--- src/rtl/gpio_irq_pkg.sv ---
package gpio_irq_pkg;
  typedef enum logic [3:0] {
    REG_LEVEL = 4'h0,
    REG_DIR   = 4'h1,
    REG_IEN   = 4'h2,
    REG_STS   = 4'h3,
    REG_PEND  = 4'h4,
    REG_CLR   = 4'h5,
    REG_MODE  = 4'h6,
    REG_SENSE = 4'h7,
    REG_VER   = 4'h8,
    REG_DUAL  = 4'h9
  } reg_idx_e;

  localparam logic [31:0] VERSION_CODE = 32'd3;
endpackage

--- src/rtl/gpio_irq_sync.sv ---
module gpio_irq_sync #(
  parameter int W      = 32,
  parameter int STAGES = 2
) (
  input  logic         clk,
  input  logic         rst_n,
  input  logic [W-1:0] d,
  output logic [W-1:0] q
);
  logic [W-1:0] stage_q [STAGES];

  always_ff @(posedge clk or negedge rst_n) begin
    if (!rst_n) begin
      for (int k = 0; k < STAGES; k++) stage_q[k] <= '0;
    end else begin
      stage_q[0] <= d;
      for (int k = 1; k < STAGES; k++) stage_q[k] <= stage_q[k-1];
    end
  end

  assign q = stage_q[STAGES-1];
endmodule

--- src/rtl/gpio_irq_detect.sv ---
module gpio_irq_detect #(
  parameter int W = 32
) (
  input  logic         clk,
  input  logic         rst_n,
  input  logic [W-1:0] lvl_i,
  input  logic [W-1:0] mode_i,
  input  logic [W-1:0] sense_i,
  input  logic [W-1:0] dual_i,
  input  logic [W-1:0] clr_i,
  output logic [W-1:0] status_o
);
  logic [W-1:0] prev_q;
  logic [W-1:0] event_c;
  logic [W-1:0] status_d;
  logic [W-1:0] status_q;

  for (genvar gi = 0; gi < W; gi++) begin : g_pin
    logic rise_c, fall_c, edge_hit_c;
    assign rise_c     = lvl_i[gi] & ~prev_q[gi];
    assign fall_c     = ~lvl_i[gi] & prev_q[gi];
    assign edge_hit_c = dual_i[gi] ? (rise_c | fall_c)
                                   : (sense_i[gi] ? rise_c : fall_c);
    assign event_c[gi] = mode_i[gi] ? edge_hit_c : (lvl_i[gi] == sense_i[gi]);

    a_r10_event_sets: assert property (@(posedge clk) disable iff (!rst_n)
      event_c[gi] |=> status_q[gi]);
    a_r8_clear_drops: assert property (@(posedge clk) disable iff (!rst_n)
      (clr_i[gi] && !event_c[gi]) |=> !status_q[gi]);
    a_r8_idle_holds: assert property (@(posedge clk) disable iff (!rst_n)
      (!clr_i[gi] && !event_c[gi]) |=> $stable(status_q[gi]));
    a_r6_dual_any_edge: assert property (@(posedge clk) disable iff (!rst_n)
      (mode_i[gi] && dual_i[gi] && (lvl_i[gi] != prev_q[gi])) |=> status_q[gi]);
    a_r4_level_active: assert property (@(posedge clk) disable iff (!rst_n)
      (!mode_i[gi] && (lvl_i[gi] == sense_i[gi])) |=> status_q[gi]);
  end

  always_comb begin
    status_d = event_c | (status_q & ~clr_i);
  end

  always_ff @(posedge clk or negedge rst_n) begin
    if (!rst_n) begin
      prev_q   <= '0;
      status_q <= '0;
    end else begin
      prev_q   <= lvl_i;
      status_q <= status_d;
    end
  end

  assign status_o = status_q;
endmodule

--- src/rtl/gpio_irq_ctrl.sv ---
module gpio_irq_ctrl
  import gpio_irq_pkg::*;
#(
  parameter int NUM_PINS    = 32,
  parameter int SYNC_STAGES = 2
) (
  input  logic                clk,
  input  logic                rst_n,
  input  logic [5:0]          bus_addr,
  input  logic                bus_we,
  input  logic [31:0]         bus_wdata,
  output logic [31:0]         bus_rdata,
  input  logic [NUM_PINS-1:0] pin_in,
  output logic [NUM_PINS-1:0] pin_out,
  output logic [NUM_PINS-1:0] pin_oe,
  output logic                irq
);
  localparam int N = NUM_PINS;

  logic [3:0]   word_idx;
  logic         aligned;
  logic [N-1:0] wr_bits;
  logic         wr_val, wr_dir, wr_ien, wr_mode, wr_sense, wr_dual;
  logic [N-1:0] clr_vec;

  logic [N-1:0] val_q, val_d, dir_q, dir_d, ien_q, ien_d;
  logic [N-1:0] mode_q, mode_d, sense_q, sense_d, dual_q, dual_d;
  logic [N-1:0] lvl_sync, status, pending;

  assign word_idx = bus_addr[5:2];
  assign aligned  = (bus_addr[1:0] == 2'b00);
  assign wr_bits  = bus_wdata[N-1:0];

  always_comb begin
    wr_val   = bus_we && aligned && (word_idx == REG_LEVEL);
    wr_dir   = bus_we && aligned && (word_idx == REG_DIR);
    wr_ien   = bus_we && aligned && (word_idx == REG_IEN);
    wr_mode  = bus_we && aligned && (word_idx == REG_MODE);
    wr_sense = bus_we && aligned && (word_idx == REG_SENSE);
    wr_dual  = bus_we && aligned && (word_idx == REG_DUAL);
    clr_vec  = (bus_we && aligned && (word_idx == REG_CLR)) ? wr_bits : '0;
  end

  always_comb begin
    val_d   = val_q;
    dir_d   = dir_q;
    ien_d   = ien_q;
    mode_d  = mode_q;
    sense_d = sense_q;
    dual_d  = dual_q;
    if (wr_val)   val_d   = wr_bits;
    if (wr_dir)   dir_d   = wr_bits;
    if (wr_ien)   ien_d   = wr_bits;
    if (wr_mode)  mode_d  = wr_bits;
    if (wr_sense) sense_d = wr_bits;
    if (wr_dual)  dual_d  = wr_bits;
  end

  always_ff @(posedge clk or negedge rst_n) begin
    if (!rst_n) begin
      val_q   <= '0;
      dir_q   <= '1;
      ien_q   <= '0;
      mode_q  <= '1;
      sense_q <= '1;
      dual_q  <= '0;
    end else begin
      val_q   <= val_d;
      dir_q   <= dir_d;
      ien_q   <= ien_d;
      mode_q  <= mode_d;
      sense_q <= sense_d;
      dual_q  <= dual_d;
    end
  end

  gpio_irq_sync #(.W(N), .STAGES(SYNC_STAGES)) u_sync (
    .clk   (clk),
    .rst_n (rst_n),
    .d     (pin_in),
    .q     (lvl_sync)
  );

  gpio_irq_detect #(.W(N)) u_detect (
    .clk      (clk),
    .rst_n    (rst_n),
    .lvl_i    (lvl_sync),
    .mode_i   (mode_q),
    .sense_i  (sense_q),
    .dual_i   (dual_q),
    .clr_i    (clr_vec),
    .status_o (status)
  );

  assign pending = status & ien_q;
  assign irq     = |pending;
  assign pin_out = val_q;
  assign pin_oe  = ~dir_q;

  always_comb begin
    bus_rdata = '0;
    if (aligned) begin
      case (word_idx)
        REG_LEVEL: bus_rdata = 32'((dir_q & lvl_sync) | (~dir_q & val_q));
        REG_DIR:   bus_rdata = 32'(dir_q);
        REG_IEN:   bus_rdata = 32'(ien_q);
        REG_STS:   bus_rdata = 32'(status);
        REG_PEND:  bus_rdata = 32'(pending);
        REG_MODE:  bus_rdata = 32'(mode_q);
        REG_SENSE: bus_rdata = 32'(sense_q);
        REG_VER:   bus_rdata = VERSION_CODE;
        REG_DUAL:  bus_rdata = 32'(dual_q);
        default:   bus_rdata = '0;
      endcase
    end
  end

  a_r9_irq_needs_enable: assert property (@(posedge clk) disable iff (!rst_n)
    irq |-> ((status & ien_q) != '0));
  a_r2_oe_after_dir_write: assert property (@(posedge clk) disable iff (!rst_n)
    wr_dir |=> (pin_oe == ~$past(wr_bits)));
endmodule

--- config.mk ---
export PLATFORM = sky130hd
export DESIGN_NAME = gpio_irq_ctrl
export DESIGN_NICKNAME = d
export VERILOG_FILES = /design/src/rtl/gpio_irq_pkg.sv /design/src/rtl/gpio_irq_sync.sv /design/src/rtl/gpio_irq_detect.sv /design/src/rtl/gpio_irq_ctrl.sv
export SDC_FILE = /design/constraint.sdc
export NUM_CORES = 1
export LEC_CHECK = 0
export ABC_CLOCK_PERIOD_IN_PS = 2900
export BUFFER_PORTS_ARGS = -buffer_cell sky130_fd_sc_hd__clkbuf_2
export CAP_MARGIN = 20
export CORE_MARGIN = 3
export CORE_UTILIZATION = 59
export DETAILED_ROUTE_END_ITERATION = 10
export PLACE_DENSITY = 0.78
export SYNTH_ARGS = -nofsm -noshare
export SYNTH_HDL_FRONTEND = slang
export SYNTH_SLANG_ARGS = --single-unit
--- constraint.sdc ---
create_clock -name clk -period 2.9 [get_ports clk]
set_input_delay 0.58 -clock clk [delete_from_list [all_inputs] [get_ports clk]]
set_output_delay 0.58 -clock clk [all_outputs]
set_load 0.01 [all_outputs]
==> flow_summary.json, run 1 <==
{
  "outcome": "complete, no violations",
  "dpl_cell_area_um2": 17100,
  "cts_tree": "yes",
  "vias": 12800,
  "drt.antenna.violating_nets": 0,
  "die_w_um": 167,
  "r2r_slack_ps": 1420,
  "slew_violations": 0,
  "grt_pass1_vias": 12900,
  "crit_type": "in -> out",
  "max-cap-violations": 0,
  "met2_usage_pct": 51.7,
  "path_max_fanout": 16,
  "io_pins": 170,
  "grt_overflow": 0,
  "grt_use_total_pct": 32.6,
  "min_period_ps": 2860,
  "slew_headroom_pct": 55.9,
  "vdd_drop_max_mv": 0.507,
  "clock_sinks": 320,
  "critPathLaunchType": "input pin",
  "crit_path_end_kind": "primary output",
  "yosysWarnings": 0,
  "hold_viol": 0,
  "cts-root-buf": "clkbuf_16",
  "cts_inserted_buffers": 35,
  "final_area_um2": 18300,
  "die_area_um2": 28000,
  "diodes": 0,
  "top_usage_layer": "met2",
  "rsz0062_at_grt": "true",
  "clock_path_buffers": 3,
  "critical_path.max_stage_delay_ps": 350,
  "num_rows": 58,
  "fin_skew_ps": 8.76,
  "ctsHoldBuffers": 0,
  "gp_congestion": 0.964,
  "synth_seq_area_share_pct": 52.8,
  "drc": 0,
  "drt-vias-per-instance": 6.27,
  "path_cells": "clkbuf_2 > buf_12 > nor4_4 > buf_4 > a32o_1 > a31oi_1 > a31oi_2 > clkbuf_2",
  "cp_data_required_time_ps": 2320,
  "r2r_start": "u_sync.q[0]$_DFF_PN0_",
  "firstDrtPassIters": 6,
  "nNetsFinal": 1816,
  "grt_pass1_wl_um": 72300,
  "critPathSlowestCell": "nor4_4",
  "synth_area_um2": 15400,
  "startpoint": "bus_addr[3]",
  "layout-drive-gt1-share_pct": 29.4,
  "met1_usage_pct": 45.6,
  "area_growth_pct": 18.7,
  "min_path_type": "in -> async",
  "grtUsageMet3_pct": 6.89,
  "wl_per_cell_um": 22.7,
  "place_hpwl_um": 31900,
  "tns_ps": 0,
  "critPathBufInv": 4,
  "synthDistinctLibCells": 56,
  "setup_viol": 0,
  "finalWirelength_um": 46200,
  "fin_crit_sh_pct": 98.8,
  "synth_cells": 1467,
  "worstPathArrival_ps": 2280,
  "synth-main-ff-cell": "dfrtp_1",
  "r2r-end": "u_detect.status_o[0]$_DFF_PN0_",
  "clkTransAtPathRegs_ps": 50,
  "max_freq_mhz": 349,
  "coreArea_um2": 25400,
  "leakage_nw": 8.29,
  "crit_family": "buffers and inverters",
  "drt_iter0_drc": 1498,
  "die_h_um": 167,
  "synth_seq_cells": 320,
  "clk_latency_ps": 500,
  "port_buffers": 169,
  "r2r_cells": 5,
  "p_per_area_nw_per_um2": 623,
  "critPathMostFrequentCell": "clkbuf_2",
  "async_reset_ff_share_pct": 100,
  "initial_core_util_pct": 60.6,
  "p_total_mw": 11.4,
  "dp.cells": 1970,
  "worst_pin_slew_ps": 661,
  "syn_nets": 1604,
  "crit_end": "bus_rdata[8]",
  "cp.depth": 8,
  "grt_antenna_before_repair": 1,
  "instances_no_fill": 2035,
  "htreeDepth": 2,
  "avgSynthCellArea_um2": 10.5,
  "grt_max_degree": 77,
  "synth_edf_count": 0
}
through the flow:
step,worst slack [ps],hold slack (ps),util [%]
detailed placement,48.9,335,67.2
floorplan,388,284,-
global placement,33.3,331,67.2
finish,35.5,89.2,71.9
CTS,43.3,98.6,71.7
global route,-34.1,109,71.9
worst reg2reg max path, stage by stage (launching register included):
cell and delay [ps]:
dfrtp_1 510, inv_1 100, ha_1 210, mux2_2 260
o211ai_1 160, o211ai_1 120
cell usage after synthesis (2+ instances only):
library cell / instances / area (um2)
a211oi_1: 4 / 30.0
a21o_1: 17 / 128
a21oi_1: 37 / 185
a221oi_1: 6 / 52.6
a222oi_1: 7 / 70.1
a22o_1: 21 / 184
a22oi_1: 21 / 158
a311oi_1: 2 / 17.5
a31oi_1: 24 / 150
a32o_1: 6 / 60.1
a32oi_1: 13 / 114
and2_1: 5 / 31.3
and3_1: 2 / 12.5
and3b_1: 2 / 17.5
buf_2: 16 / 80.1
buf_4: 7 / 52.6
buf_6: 5 / 56.3
clkbuf_1: 44 / 165
dfrtp_1: 224 / 5610
dfstp_2: 96 / 2520
ha_1: 64 / 801
inv_1: 129 / 484
mux2_1: 4 / 45.0
mux2_2: 73 / 822
mux2i_1: 27 / 270
nand2_1: 207 / 777
nand2b_1: 2 / 12.5
nand3_1: 16 / 80.1
nand3b_1: 2 / 15.0
nand4_1: 2 / 12.5
nor2_1: 21 / 78.8
nor2_2: 2 / 12.5
nor2b_1: 10 / 62.6
nor3b_2: 3 / 37.5
o211ai_1: 64 / 480
o21ai_0: 210 / 1050
o21ai_1: 2 / 10.0
o221a_2: 2 / 22.5
o22ai_1: 10 / 62.6
or3_1: 2 / 12.5
or3b_1: 3 / 26.3
or3b_2: 8 / 70.1
xor2_1: 32 / 280
worst min path at each step:
stage / cells after the start / end
finish: 1 / u_sync.stage_q[54]$_DFF_PN0_
global route: 1 / ien_q[25]$_DFFE_PN0P_
CTS: 1 / dual_q[22]$_DFFE_PN0P_
detailed placement: 0 / u_sync.q[4]$_DFF_PN0_
global placement: 0 / u_sync.q[2]$_DFF_PN0_
floorplan: 0 / dual_q[0]$_DFFE_PN0P_
cell type report:
type	instances	area [um2]
Multi-Input combinational cell	946	6480
Tap cell	330	413
Sequential cell	320	8130
Clock buffer	59	1080
Fill cell	1778	7140
Clock inverter	4	45.0
Inverter	129	484
Timing Repair Buffer	247	1630
sequential cells by signal (all words and copies together), names as in the netlist:
signal             cells
dir_q                 32
dual_q                32
ien_q                 32
mode_q                32
pin_out               32
sense_q               32
u_detect.prev_q       32
u_detect.status_o     32
u_sync.q              32
u_sync.stage_q        32
layout by cell type (no fill, tap or decap), drive strengths merged, types with 27 or more instances in the layout:
master	instances
clkbuf	227
dfrtp	224
o21ai	212
nand2	207
inv	129
dfstp	96
buf	79
mux2	77
o211ai	64
ha	64
a21oi	37
xor2	32
mux2i	27
logic make-up (layout without fill, tap and decap cells):
group | after synthesis | after routing | share of synthesized area (%)
DFF | 320 | 320 | 52.8
xor gates and xnor gates | 32 | 32 | 1.82
muxes | 104 | 104 | 7.39
adders and majority gates | 64 | 64 | 5.20
AOI/OAI and AO/OA | 450 | 450 | 18.3
buffers and inverters | 201 | 439 | 5.45
and+or+nand+nor | 296 | 296 | 8.99
routing by layer:
metal	part of all wire, %	up-vias
li1	-	5593
met1	40	6238
met2	45	769
met3	10	148
met4	3.9	2
met5	0.037	-
repair_timing:
| item | CTS | global route |
|---|---|---|
| pin swaps | 2 | 0 |
| setup endpoints to repair | 1 | 15 |
| gates resized for setup | 5 | 7 |
| buffers inserted | 0 | 2 |
where the power goes:
group | internal (mW) | leakage (nW) | switching [mW]
Sequential | 5.03 | 3.68 | 0.506
Combinational | 0.653 | 4.06 | 0.823
Clock | 2.62 | 0.550 | 1.76
Total | 8.30 | 8.29 | 3.09
(Power assumes the default switching activity.)
==> run 2, diff against run 1 <==
==> constraint.sdc (replaced) <==
create_clock -name clk -period 2.9 [get_ports clk]
set_input_delay 0.58 -clock clk [delete_from_list [all_inputs] [get_ports clk]]
set_output_delay 0.58 -clock clk [all_outputs]
set_load 0.02 [all_outputs]
==> run 2 against run 1 <==
Core utilization up 0.17 points. Routed wire length down 1.4%. Clock skew up 8.5 ps. Combinational power up 6%. Count of clock-buffer cells in the layout down 7. Register-to-register slack about the same. Hold slack worse by 59 ps. Final cell count about the same. Maximum frequency down 0.30%. Via count down 1.7%. Total power up 1.5%. First-iteration DRC count down 17%. Largest cell class unchanged. Largest power group unchanged.
==> flow_summary.json, run 2 (same netlist as run 1, synthesis figures left out) <==
{
  "nNetsFinal": 1815,
  "dp_slack_ps": 14.7,
  "p_per_area_nw_per_um2": 631,
  "max_freq_mhz": 348,
  "slew_violations": 0,
  "r2r_slack_ps": 1420,
  "gp_congestion": 0.955,
  "setup_ws_ps": 26.8,
  "drt_iter0_drc": 1248,
  "worstPathArrival_ps": 2290,
  "fin_crit_sh_pct": 99.1,
  "drt-vias-per-instance": 6.17,
  "min_path_type": "in -> async",
  "critPathLaunchType": "flop",
  "grt_overflow": 0,
  "vias": 12500,
  "die_h_um": 167,
  "critical_path.max_stage_delay_ps": 570,
  "min_period_ps": 2870,
  "grt_use_total_pct": 32.2,
  "place_hpwl_um": 31400,
  "num_rows": 58,
  "cp_data_required_time_ps": 2320,
  "dpl_cell_area_um2": 17100,
  "setup_viol": 0,
  "grt_max_degree": 78,
  "layout-drive-gt1-share_pct": 29.8,
  "slew_headroom_pct": 52.9,
  "final_area_um2": 18300,
  "grt_pass1_wl_um": 71300,
  "clock_path_buffers": 3,
  "dp.cells": 1968,
  "cts_tree": "yes",
  "wl_per_cell_um": 22.4,
  "coreArea_um2": 25400,
  "vdd_drop_max_mv": 0.555,
  "worst_pin_slew_ps": 703,
  "drc": 0,
  "outcome": "complete, no violations",
  "clkTransAtPathRegs_ps": 60,
  "clock_sinks": 320,
  "path_max_fanout": 4,
  "io_pins": 170,
  "diodes": 0,
  "instances_no_fill": 2033,
  "die_area_um2": 28000,
  "finalWirelength_um": 45500,
  "layout_commonest_cell": "dfrtp_1",
  "htreeDepth": 2,
  "clk_latency_ps": 520,
  "firstDrtPassIters": 6,
  "path_cells": "a22o_1 > a221oi_2 > nand3_1 > or4_4 > buf_6",
  "fillers": 1859,
  "die_w_um": 167,
  "cts_inserted_buffers": 35,
  "crit_type": "reg -> out",
  "fin_util_pct": 72.1,
  "port_buffers": 169,
  "crit_path_end_kind": "primary output",
  "hold_viol": 0,
  "final_cell_mix": "223 x dfrtp_1, 210 x o21ai_0, 203 x nand2_1, 165 x clkbuf_2, 129 x inv_1",
  "drt.antenna.violating_nets": 0,
  "max-cap-violations": 0,
  "fin_skew_ps": 17.3,
  "cts-root-buf": "clkbuf_16",
  "p_total_mw": 11.6,
  "grt_antenna_before_repair": 0,
  "grt_pass1_vias": 12600,
  "leakage_nw": 8.31,
  "critPathSlowestCell": "or4_4",
  "area_growth_pct": 19.0,
  "initial_core_util_pct": 60.6
}
==> run 2: through the flow <==
step / TNS, ps / hold WS [ps]
floorplan: 0 / 284
finish: 0 / 30.3
global route: -0.731 / 40.0
CTS: 0 / 29.7
global placement: 0 / 332
detailed placement: 0 / 335
==> run 2: final timing paths <==
check                                          startpoint                             end  cells after the start
max in group asynchronous                           rst_n            dir_q[2]$_DFFE_PN1P_                      2
setup reg to reg                    u_sync.q[0]$_DFF_PN0_  u_detect.status_o[0]$_DFF_PN0_                      5
hold reg to reg              u_sync.stage_q[51]$_DFF_PN0_          u_sync.q[19]$_DFF_PN0_                      0
setup / recovery           u_detect.status_o[1]$_DFF_PN0_                             irq                      5
hold / removal                                      rst_n   u_detect.prev_q[26]$_DFF_PN0_                      1
min in group clk                                pin_in[7]    u_sync.stage_q[39]$_DFF_PN0_                      1
==> run 2: layer usage <==
layer	GRT usage [%]	part of all wire [%]	vias to the layer above	wire length, um
li1	-	-	5579	-
met4	13.1	4.2	0	1930
met1	45.7	40	6109	18400
met2	49.8	46	697	20900
met3	5.74	9.4	151	4260
met5	0	0	-	0
==> run 2: power breakdown <==
group          total [mW]  leakage (nW)  internal (mW)  switching, mW
clock                4.47         0.568           2.69           1.78
sequential           5.51          3.68           5.03          0.486
combinational        1.57          4.07          0.656          0.913
==> run 2: critical path, delay by kind of cell (launching register included) <==
kind                   cells  cell delay [ps]
and+or+nand+nor            2              690
AOI/OAI and AO/OA          2              520
DFF                        1              410
buffers and inverters      1              160
==> run 2: layout make-up <==
type	count	area, um2	area share (%)
tap	330	413	2.26
multi-input combinational	946	6500	35.5
clock inverter	10	105	0.574
sequential	320	8130	44.4
timing repair buffer	246	1620	8.86
clock buffer	52	1050	5.75
inverter	129	484	2.65
==> run 2: repair_timing <==
action | in CTS | in global routing
setup buffers | 1 | 2
endpoints found under the setup margin | 1 | 16
hold buffers | 0 | 0
resized for setup | 7 | 10
pin swaps | 2 | 4
cloned | 0 | 0
